<file path="src/rtl/swp_pkg.sv">
package swp_pkg;

  // Outcome of one cycle's branch decision.
  typedef enum logic [2:0] {
    BK_IDLE   = 3'd0,  // no strobe, or strobe overridden by initialise
    BK_IGNORE = 3'd1,  // strobe while not armed
    BK_FILL   = 3'd2,  // iterations remain: rotate a 1 in
    BK_DRAIN  = 3'd3,  // draining stages: rotate a 0 in
    BK_EXIT   = 3'd4   // both counters exhausted: fall through
  } br_kind_e;

  function automatic logic kind_rotates(br_kind_e k);
    return (k == BK_FILL) || (k == BK_DRAIN);
  endfunction

  function automatic logic kind_fill_bit(br_kind_e k);
    return (k == BK_FILL);
  endfunction

endpackage

</file>
<file path="src/rtl/swp_stage_counters.sv">
module swp_stage_counters
  import swp_pkg::*;
#(
  parameter int CNT_W = 16
) (
  input  logic             clk,
  input  logic             rst_n,
  input  logic             init_valid,
  input  logic [CNT_W-1:0] init_iters,
  input  logic [CNT_W-1:0] init_stages,
  input  logic             br_valid,
  output br_kind_e         kind,
  output logic             armed,
  output logic             lc_nonzero,
  output logic             esc_nonzero
);

  logic [CNT_W-1:0] lc_q;
  logic [CNT_W-1:0] esc_q;
  logic             armed_q;

  function automatic logic [CNT_W-1:0] count_down(logic [CNT_W-1:0] v);
    return v - CNT_W'(1);
  endfunction

  function automatic br_kind_e classify(logic init, logic br, logic arm,
                                        logic lc_nz, logic esc_nz);
    if (!br || init) return BK_IDLE;
    if (!arm)        return BK_IGNORE;
    if (lc_nz)       return BK_FILL;
    if (esc_nz)      return BK_DRAIN;
    return BK_EXIT;
  endfunction

  assign lc_nonzero  = (lc_q != '0);
  assign esc_nonzero = (esc_q != '0);
  assign armed       = armed_q;
  assign kind        = classify(init_valid, br_valid, armed_q, lc_nonzero, esc_nonzero);

  always_ff @(posedge clk) begin
    if (!rst_n) begin
      lc_q    <= '0;
      esc_q   <= '0;
      armed_q <= 1'b0;
    end else if (init_valid) begin
      lc_q    <= init_iters;
      esc_q   <= init_stages;
      armed_q <= 1'b1;
    end else begin
      unique case (kind)
        BK_FILL:  lc_q    <= count_down(lc_q);
        BK_DRAIN: esc_q   <= count_down(esc_q);
        BK_EXIT:  armed_q <= 1'b0;
        default:  ;
      endcase
    end
  end

endmodule

</file>
<file path="src/rtl/swp_rot_pred_file.sv">
module swp_rot_pred_file #(
  parameter int P_SIZE = 8,
  localparam int RRB_W = $clog2(P_SIZE)
) (
  input  logic              clk,
  input  logic              rst_n,
  input  logic              clear,
  input  logic              step,
  input  logic              fill_bit,
  output logic [RRB_W-1:0]  rrb,
  output logic [P_SIZE-1:0] pred_vec
);

  logic [P_SIZE-1:0] phys_q;
  logic [RRB_W-1:0]  rrb_q;
  logic [RRB_W-1:0]  wr_idx;

  // Logical-to-physical mapping; P_SIZE is a power of two so the sum wraps.
  function automatic logic [RRB_W-1:0] phys_of(logic [RRB_W-1:0] base, int unsigned lidx);
    return base + RRB_W'(lidx);
  endfunction

  function automatic logic [RRB_W-1:0] base_dec(logic [RRB_W-1:0] base);
    return base - RRB_W'(1);
  endfunction

  // After the base drops by one, new logical P[0] lives at physical base-1.
  assign wr_idx = base_dec(rrb_q);
  assign rrb    = rrb_q;

  always_ff @(posedge clk) begin
    if (!rst_n) begin
      phys_q <= '0;
      rrb_q  <= '0;
    end else if (clear) begin
      phys_q <= P_SIZE'(1);
      rrb_q  <= '0;
    end else if (step) begin
      rrb_q          <= wr_idx;
      phys_q[wr_idx] <= fill_bit;
    end
  end

  for (genvar g = 0; g < P_SIZE; g++) begin : g_logical
    assign pred_vec[g] = phys_q[phys_of(rrb_q, g)];
  end

endmodule

</file>
<file path="src/rtl/swp_loop_branch.sv">
module swp_loop_branch
  import swp_pkg::*;
#(
  parameter int CNT_W  = 16,
  parameter int P_SIZE = 8
) (
  input  logic                      clk,
  input  logic                      rst_n,
  input  logic                      init_valid,
  input  logic [CNT_W-1:0]          init_iters,
  input  logic [CNT_W-1:0]          init_stages,
  input  logic                      br_valid,
  output logic                      br_taken,
  output logic [P_SIZE-1:0]         pred_vec,
  output logic [$clog2(P_SIZE)-1:0] rrb,
  output logic                      loop_done
);

  localparam int RRB_W = $clog2(P_SIZE);

  br_kind_e kind_w;
  logic     armed_w;
  logic     lc_nz_w;
  logic     esc_nz_w;
  logic     step_w;
  logic     fill_w;
  logic     exit_w;
  logic     taken_q;
  logic     done_q;

  swp_stage_counters #(.CNT_W(CNT_W)) u_counters (
    .clk         (clk),
    .rst_n       (rst_n),
    .init_valid  (init_valid),
    .init_iters  (init_iters),
    .init_stages (init_stages),
    .br_valid    (br_valid),
    .kind        (kind_w),
    .armed       (armed_w),
    .lc_nonzero  (lc_nz_w),
    .esc_nonzero (esc_nz_w)
  );

  assign step_w = kind_rotates(kind_w);
  assign fill_w = kind_fill_bit(kind_w);
  assign exit_w = (kind_w == BK_EXIT);

  logic [RRB_W-1:0] rrb_w;

  swp_rot_pred_file #(.P_SIZE(P_SIZE)) u_preds (
    .clk      (clk),
    .rst_n    (rst_n),
    .clear    (init_valid),
    .step     (step_w),
    .fill_bit (fill_w),
    .rrb      (rrb_w),
    .pred_vec (pred_vec)
  );

  assign rrb = rrb_w;

  always_ff @(posedge clk) begin
    if (!rst_n) begin
      taken_q <= 1'b0;
      done_q  <= 1'b0;
    end else begin
      taken_q <= step_w;
      done_q  <= exit_w;
    end
  end

  assign br_taken  = taken_q;
  assign loop_done = done_q;

endmodule

</file>
<file path="config.mk">
export PLATFORM = sky130hd
export DESIGN_NAME = swp_loop_branch
export DESIGN_NICKNAME = d
export VERILOG_FILES = /design/src/rtl/swp_pkg.sv /design/src/rtl/swp_stage_counters.sv /design/src/rtl/swp_rot_pred_file.sv /design/src/rtl/swp_loop_branch.sv
export SDC_FILE = /design/constraint.sdc
export NUM_CORES = 1
export LEC_CHECK = 0
export BUFFER_PORTS_ARGS = -buffer_cell sky130_fd_sc_hd__buf_2
export CAP_MARGIN = 10
export CORE_MARGIN = 4
export CORE_UTILIZATION = 40
export DETAILED_ROUTE_END_ITERATION = 8
export SETUP_SLACK_MARGIN = 0.1
export SYNTH_ARGS = -nofsm -noshare
export SYNTH_HDL_FRONTEND = slang
export SYNTH_HIERARCHICAL = 1
export SYNTH_SLANG_ARGS = --single-unit
</file>
<file path="constraint.sdc">
create_clock -name clk -period 3.1 [get_ports clk]
set_clock_uncertainty 0.05 [all_clocks]
set_input_delay 0.155 -clock clk [delete_from_list [all_inputs] [get_ports clk]]
set_output_delay 0.155 -clock clk [all_outputs]
set_load 0.01 [all_outputs]
</file>
### Yosys cells after proc, flatten, opt, wreduce, memory -nomap -nowiden

Index checks and enable logic that the tools add are counted.

| cells by class | value |
|---|---|
| shifts and indexed selects | 0 |
| add/subtract/negate cells | 10 |
| equality and inequality tests | 3 |
| multipliers | 0 |
| $lt $le $gt $ge | 10 |
| reductions and logical operators | 11 |
| multiplexer cells | 45 |
| div/mod/pow operators | 0 |
| bitwise gates (word level) | 1 |

Operators with widths:

| kind | number |
|---|---|
| $mux W16 | 4 |
| $lt A3 B4 Y1 const B | 9 |
| $reduce_bool A16 Y1 | 2 |
| $sub A16 B1 Y16 const B | 2 |
| $bmux W1 S3 | 8 |
| $mux W3 | 8 |
| $mux W1 | 23 |
| $add A3 B3 Y3 const B | 4 |
| $bwmux W8 | 1 |
| $reduce_bool A2 Y1 | 4 |
| $add A3 B2 Y3 const B | 2 |
| $eq A3 B2 Y1 const B | 2 |
| $add A3 B1 Y3 const B | 1 |
| $demux W1 S3 | 1 |
| $eq A3 B3 Y1 const B | 1 |
| $ge A3 B1 Y1 const B | 1 |
| $sub A3 B1 Y3 const B | 1 |
| $logic_or A1 B1 Y1 | 2 |
| $reduce_or A2 Y1 | 1 |
| $logic_and A1 B1 Y1 | 1 |
| $logic_not A1 Y1 | 1 |
| $not A1 Y1 | 1 |

| word-level totals | value |
|---|---|
| RAM bits | 0 |
| memory bits (read-only) | 0 |
| memories kept | 0 |
| output and inout bits | 13 |
| bits in registers | 46 |
| latch bits | 0 |

### Depth between registers and ports, before layout

| depth | value |
|---|---|
| depth after elaboration | 17 |
| depth in mapped cells | 11 |
| depth with buffers taken out | 10 |

### Hierarchy

The synthesis kept the hierarchy.

Modules (own cells, without submodules):

| module | area each (um^2) | seq. area each (um^2) | instances | cells each |
|---|---|---|---|---|
| swp_stage_counters | 2,117.0 | 660.6 | 1 | 253 |
| swp_rot_pred_file | 864.6 | 220.2 | 1 | 85 |
| swp_loop_branch | 76.3 | 40.0 | 1 | 6 |

### Worst setup path after synthesis

No wires, ideal clock.

| path | value |
|---|---|
| path kind | reg-to-reg |
| start | register u_counters.esc_q[0] |
| end | register u_preds.phys_q[4] |
| clock period less this slack | 2.988 ns |
| arrival | 2.867 ns |
| library setup time | 0.071 ns |
| stages on the path, launching flop included | 11 |
| required time | 2.979 ns |
| slack | 0.112 ns |
| cell sequence | dfxtp_1 > inv_1 > ha_1 > or4b_2 > nor4_1 > buf_4 > o21ai_0 > and3_1 > nor3b_1 > or3b_1 > a21oi_1 |

| on the way | value |
|---|---|
| longest elaborated chain between the ends | 11 |
| elaborated cells on any way between the ends | 14 |
| those cells by class | eq/ne (2); mux (10); reduce/logical (2) |

RTL lines:

| element | line | text |
|---|---|---|
| start: declaration | swp_stage_counters.sv:19 | `logic [CNT_W-1:0] esc_q;` |
| start signal: assignment | swp_stage_counters.sv:47 | `esc_q <= init_stages;` |
| start signal: assignment | swp_stage_counters.sv:52 | `BK_DRAIN: esc_q <= count_down(esc_q);` |
| $reduce_bool A16 Y1 (*) | swp_stage_counters.sv:36 | `assign esc_nonzero = (esc_q != '0);` |
| $mux W1 (2 in series) | swp_stage_counters.sv:31 | `if (esc_nz) return BK_DRAIN;` |
| $mux W1 | swp_stage_counters.sv:30 | `if (lc_nz) return BK_FILL;` |
| $mux W1 | swp_stage_counters.sv:29 | `if (!arm) return BK_IGNORE;` |
| $mux W3 (*) | swp_stage_counters.sv:32 | `return BK_EXIT;` |
| $mux W3 (*) | swp_stage_counters.sv:31 |  |
| $mux W3 (*) | swp_stage_counters.sv:30 |  |
| $mux W3 (*) | swp_stage_counters.sv:29 |  |
| named net kind_w[0] | swp_loop_branch.sv:21 | `br_kind_e kind_w;` |
| $eq A3 B2 Y1 (*) | swp_pkg.sv:17 | `return (k == BK_FILL);` |
| named net fill_w | swp_loop_branch.sv:26 | `logic fill_w;` |
| $bwmux W8 or $logic_or A1 B1 Y1 (tied branches) | swp_rot_pred_file.sv:40, swp_pkg.sv:13 |  |
| end signal: indexed assignment | swp_rot_pred_file.sv:40 | `phys_q[wr_idx] <= fill_bit;` |
| end: declaration | swp_rot_pred_file.sv:14 | `logic [P_SIZE-1:0] phys_q;` |

The timed path passes the listed nets; every way through them passes the cells marked *. The select of a mux whose other input is x is not followed.
A chain may end at the register's enable or synchronous reset.

### Final worst setup path

Same ends and word-level chain as after synthesis.

==> impl_metrics.json <==
{
  "status": "finished, final reports clean",
  "clockRootBuffer": "clkbuf_8",
  "power.internal_uw": 916,
  "crit_arrival_ps": 3050,
  "p_total_uw": 1300,
  "setup_tns_ps": 0,
  "swShare_pct": 29.6,
  "grt_pass1_vias": 2602,
  "finalMaxSlewViolations": 0,
  "hold_class": "input pin to flip-flop",
  "viasPerCell": 5.68,
  "finalCoreUtilization_pct": 47.4,
  "setup_ws_ps": 232,
  "synthCells": 344,
  "wl_met2_mm": 3.48,
  "p_switching_uw": 385,
  "finalHoldViolCount": 0,
  "dieWidth_um": 95.4,
  "crit_required_ps": 3290,
  "setup_viol": 0,
  "overflow": 0,
  "cts_tree": "yes",
  "place_congestion": 0.868,
  "comb_power_share_pct": 19.6,
  "yosysSeqAreaShare_pct": 30.1,
  "fp.dieH_um": 95.4,
  "clock_sinks": 46,
  "rsz0062_at_grt": "false",
  "clock_path_buffers": 2,
  "worstSetupPathType": "flip-flop to flip-flop",
  "drt_iter0_drc": 114,
  "place_hpwl_mm": 5.39,
  "yosysTopAreaCellShare_pct": 30.1,
  "min_path_cells": 3,
  "max-cap-violations": 0,
  "synth-edff-count": 0,
  "diodes": 0,
  "postCtsHoldBufs": 0,
  "yosys_warnings": 6,
  "routed_wl_mm": 7.48,
  "period_minus_slack_ps": 2870,
  "first_pass_iters": 4,
  "syn-num-nets": 386,
  "leakage_uw": 0.00129,
  "met1_length_mm": 3.52,
  "start_util_pct": 41.7,
  "clkLatencyLatePin_ps": 310,
  "grt_util_all_layers_pct": 17.2,
  "placed_cells": 481,
  "grt_max_degree": 51,
  "period_share_pct": 92.5,
  "yosys_most_used_dff": "dfxtp_1",
  "path_clk_slew_ps": 90,
  "cp-start-kind": "flip-flop",
  "layout.cells.non_filler": 489,
  "synth_area_mm2": 0.00306,
  "powerDensity_mw_per_mm2": 374,
  "ys_ff_latch": 46,
  "tritoncts.num_buffers": 5,
  "ant_nets": 0,
  "post_cts_buffers": 0,
  "worst-path-max-fanout": 4,
  "sequentialPowerShare_pct": 50.7,
  "grt_antenna_before_repair": 0,
  "syn2layout_area_growth_pct": 13.6,
  "drc": 0,
  "clkPwrFrac_pct": 29.8,
  "vdd_drop_max_uv": 162,
  "tightest_slew_ps": 594,
  "fp.dieArea_mm2": 0.00911,
  "ios": 49,
  "drive_above_1_share_pct": 27.7,
  "synth_area_per_cell_um2": 8.89,
  "core-area_mm2": 0.00733,
  "highest_layer": "met4",
  "num_rows": 31,
  "grt_pass1_wl_mm": 12.4,
  "wl_met3_um": 347,
  "max_freq_mhz": 349,
  "cts.htree.levels": 2,
  "dpl_worst_slack_ps": 286,
  "async_reset_ff_share_pct": 0,
  "synth.area.top_cells": "dfxtp_1 (30%), mux4_2 (5.9%), o21ai_0 (5.4%)",
  "numPortBuffers": 48,
  "synth_top_area_cell": "dfxtp_1",
  "fin_nets": 431,
  "slew_headroom_pct": 60.4,
  "dr_total_vias": 2778,
  "reg2reg_depth": 9,
  "wl_per_cell_um": 15.3,
  "critPathCaptureType": "flip-flop",
  "ys_types": 65
}
power by group through the flow:
| stage | Combinational, uW | Sequential (uW) | Clock [uW] |
|---|---|---|---|
| global route | 284 | 665 | 424 |
| CTS | 255 | 659 | 404 |
| finish | 254 | 659 | 387 |
| detailed placement | 254 | 672 | 0 |
| floorplan | 187 | 663 | 0 |
| global placement | 250 | 671 | 0 |
synthesized netlist by cell type (8+ instances only):
cell,n
dfxtp_1,46
inv_1,11
clkbuf_1,10
xnor2_1,17
nor2_1,14
nor3_1,11
nand3_1,10
a21oi_1,30
or4_1,8
nand2_1,20
o21ai_0,33
mux4_2,8
nor4_1,9
through the flow:
step | instance area, um2 | hold slack [ps]
floorplan | 3060 | 236
global placement | 3380 | 367
detailed placement | 3380 | 379
CTS | 3470 | 54.2
global route | 3470 | 68.6
finish | 3470 | 63.0
registers in the layout, indices dropped and copies added, names as in the netlist:
register,cells
u_counters/esc_q,16
u_preds/phys_q,8
u_counters/armed,1
loop_done,1
br_taken,1
u_counters/lc_q,16
u_preds/rrb,3
placed cells by master, fill, tap and decap left out, types with 8 or more instances in the layout:
cell type,synthesis,routed
or4_1,8,8
a21oi_1,30,30
nor3_1,11,10
nor2_1,14,14
dfxtp_1,46,46
nand2_1,20,20
nor4_1,9,8
xnor2_1,17,17
inv_1,11,11
buf_4,1,12
nor4_2,7,8
buf_2,2,48
mux4_2,8,8
nand3_1,10,10
o21ai_0,33,33
cell type report:
type,instances,area [um2]
fill,712,3860
multi-input combinational,265,1970
sequential,46,921
timing repair buffer,60,330
tap,99,124
clock buffer,7,86.3
inverter,11,41.3
clock inverter,1,5.00
what timing repair did:
item	4_1_cts	5_1_grt
setup endpoints to repair	0	1
endpoints found under the hold margin	0	0
gates resized for setup	0	2
worst paths after layout:
path,startpoint,to,slack [ps]
max,u_counters/esc_q[0]$_SDFFE_PN0P_,u_preds/phys_q[4]$_SDFFE_PP0P_,230
min,init_stages[10],u_counters/esc_q[10]$_SDFFE_PN0P_,60
max reg2reg,u_counters/esc_q[0]$_SDFFE_PN0P_,u_preds/phys_q[4]$_SDFFE_PP0P_,230
min reg2reg,u_counters/esc_q[9]$_SDFFE_PN0P_,u_counters/esc_q[9]$_SDFFE_PN0P_,470
routing by layer:
| layer | GRT usage [%] | vias up |
|---|---|---|
| met5 | 0 | - |
| met4 | 6.16 | 0 |
| met3 | 2.92 | 11 |
| met2 | 28.0 | 63 |
| met1 | 23.0 | 1319 |
| li1 | - | 1385 |
cell families after synthesis:
family | synth area share (%)
xor+xnor | 7.94
buf+inv | 6.01
mux | 8.47
fa+ha+maj | 2.45
flops | 30.1
compound gates | 17.7
simple gates | 27.3
critical path, stage by stage, from the launching register on:
cell,delay (ps)
dfxtp_1,350
inv_1,120
ha_1,180
or4b_2,640
nor4_2,290
o21ai_0,120
and3_1,200
nor3b_1,340
or3b_1,390
a21oi_1,120
No activity file was read; power rests on OpenSTA's default activity.
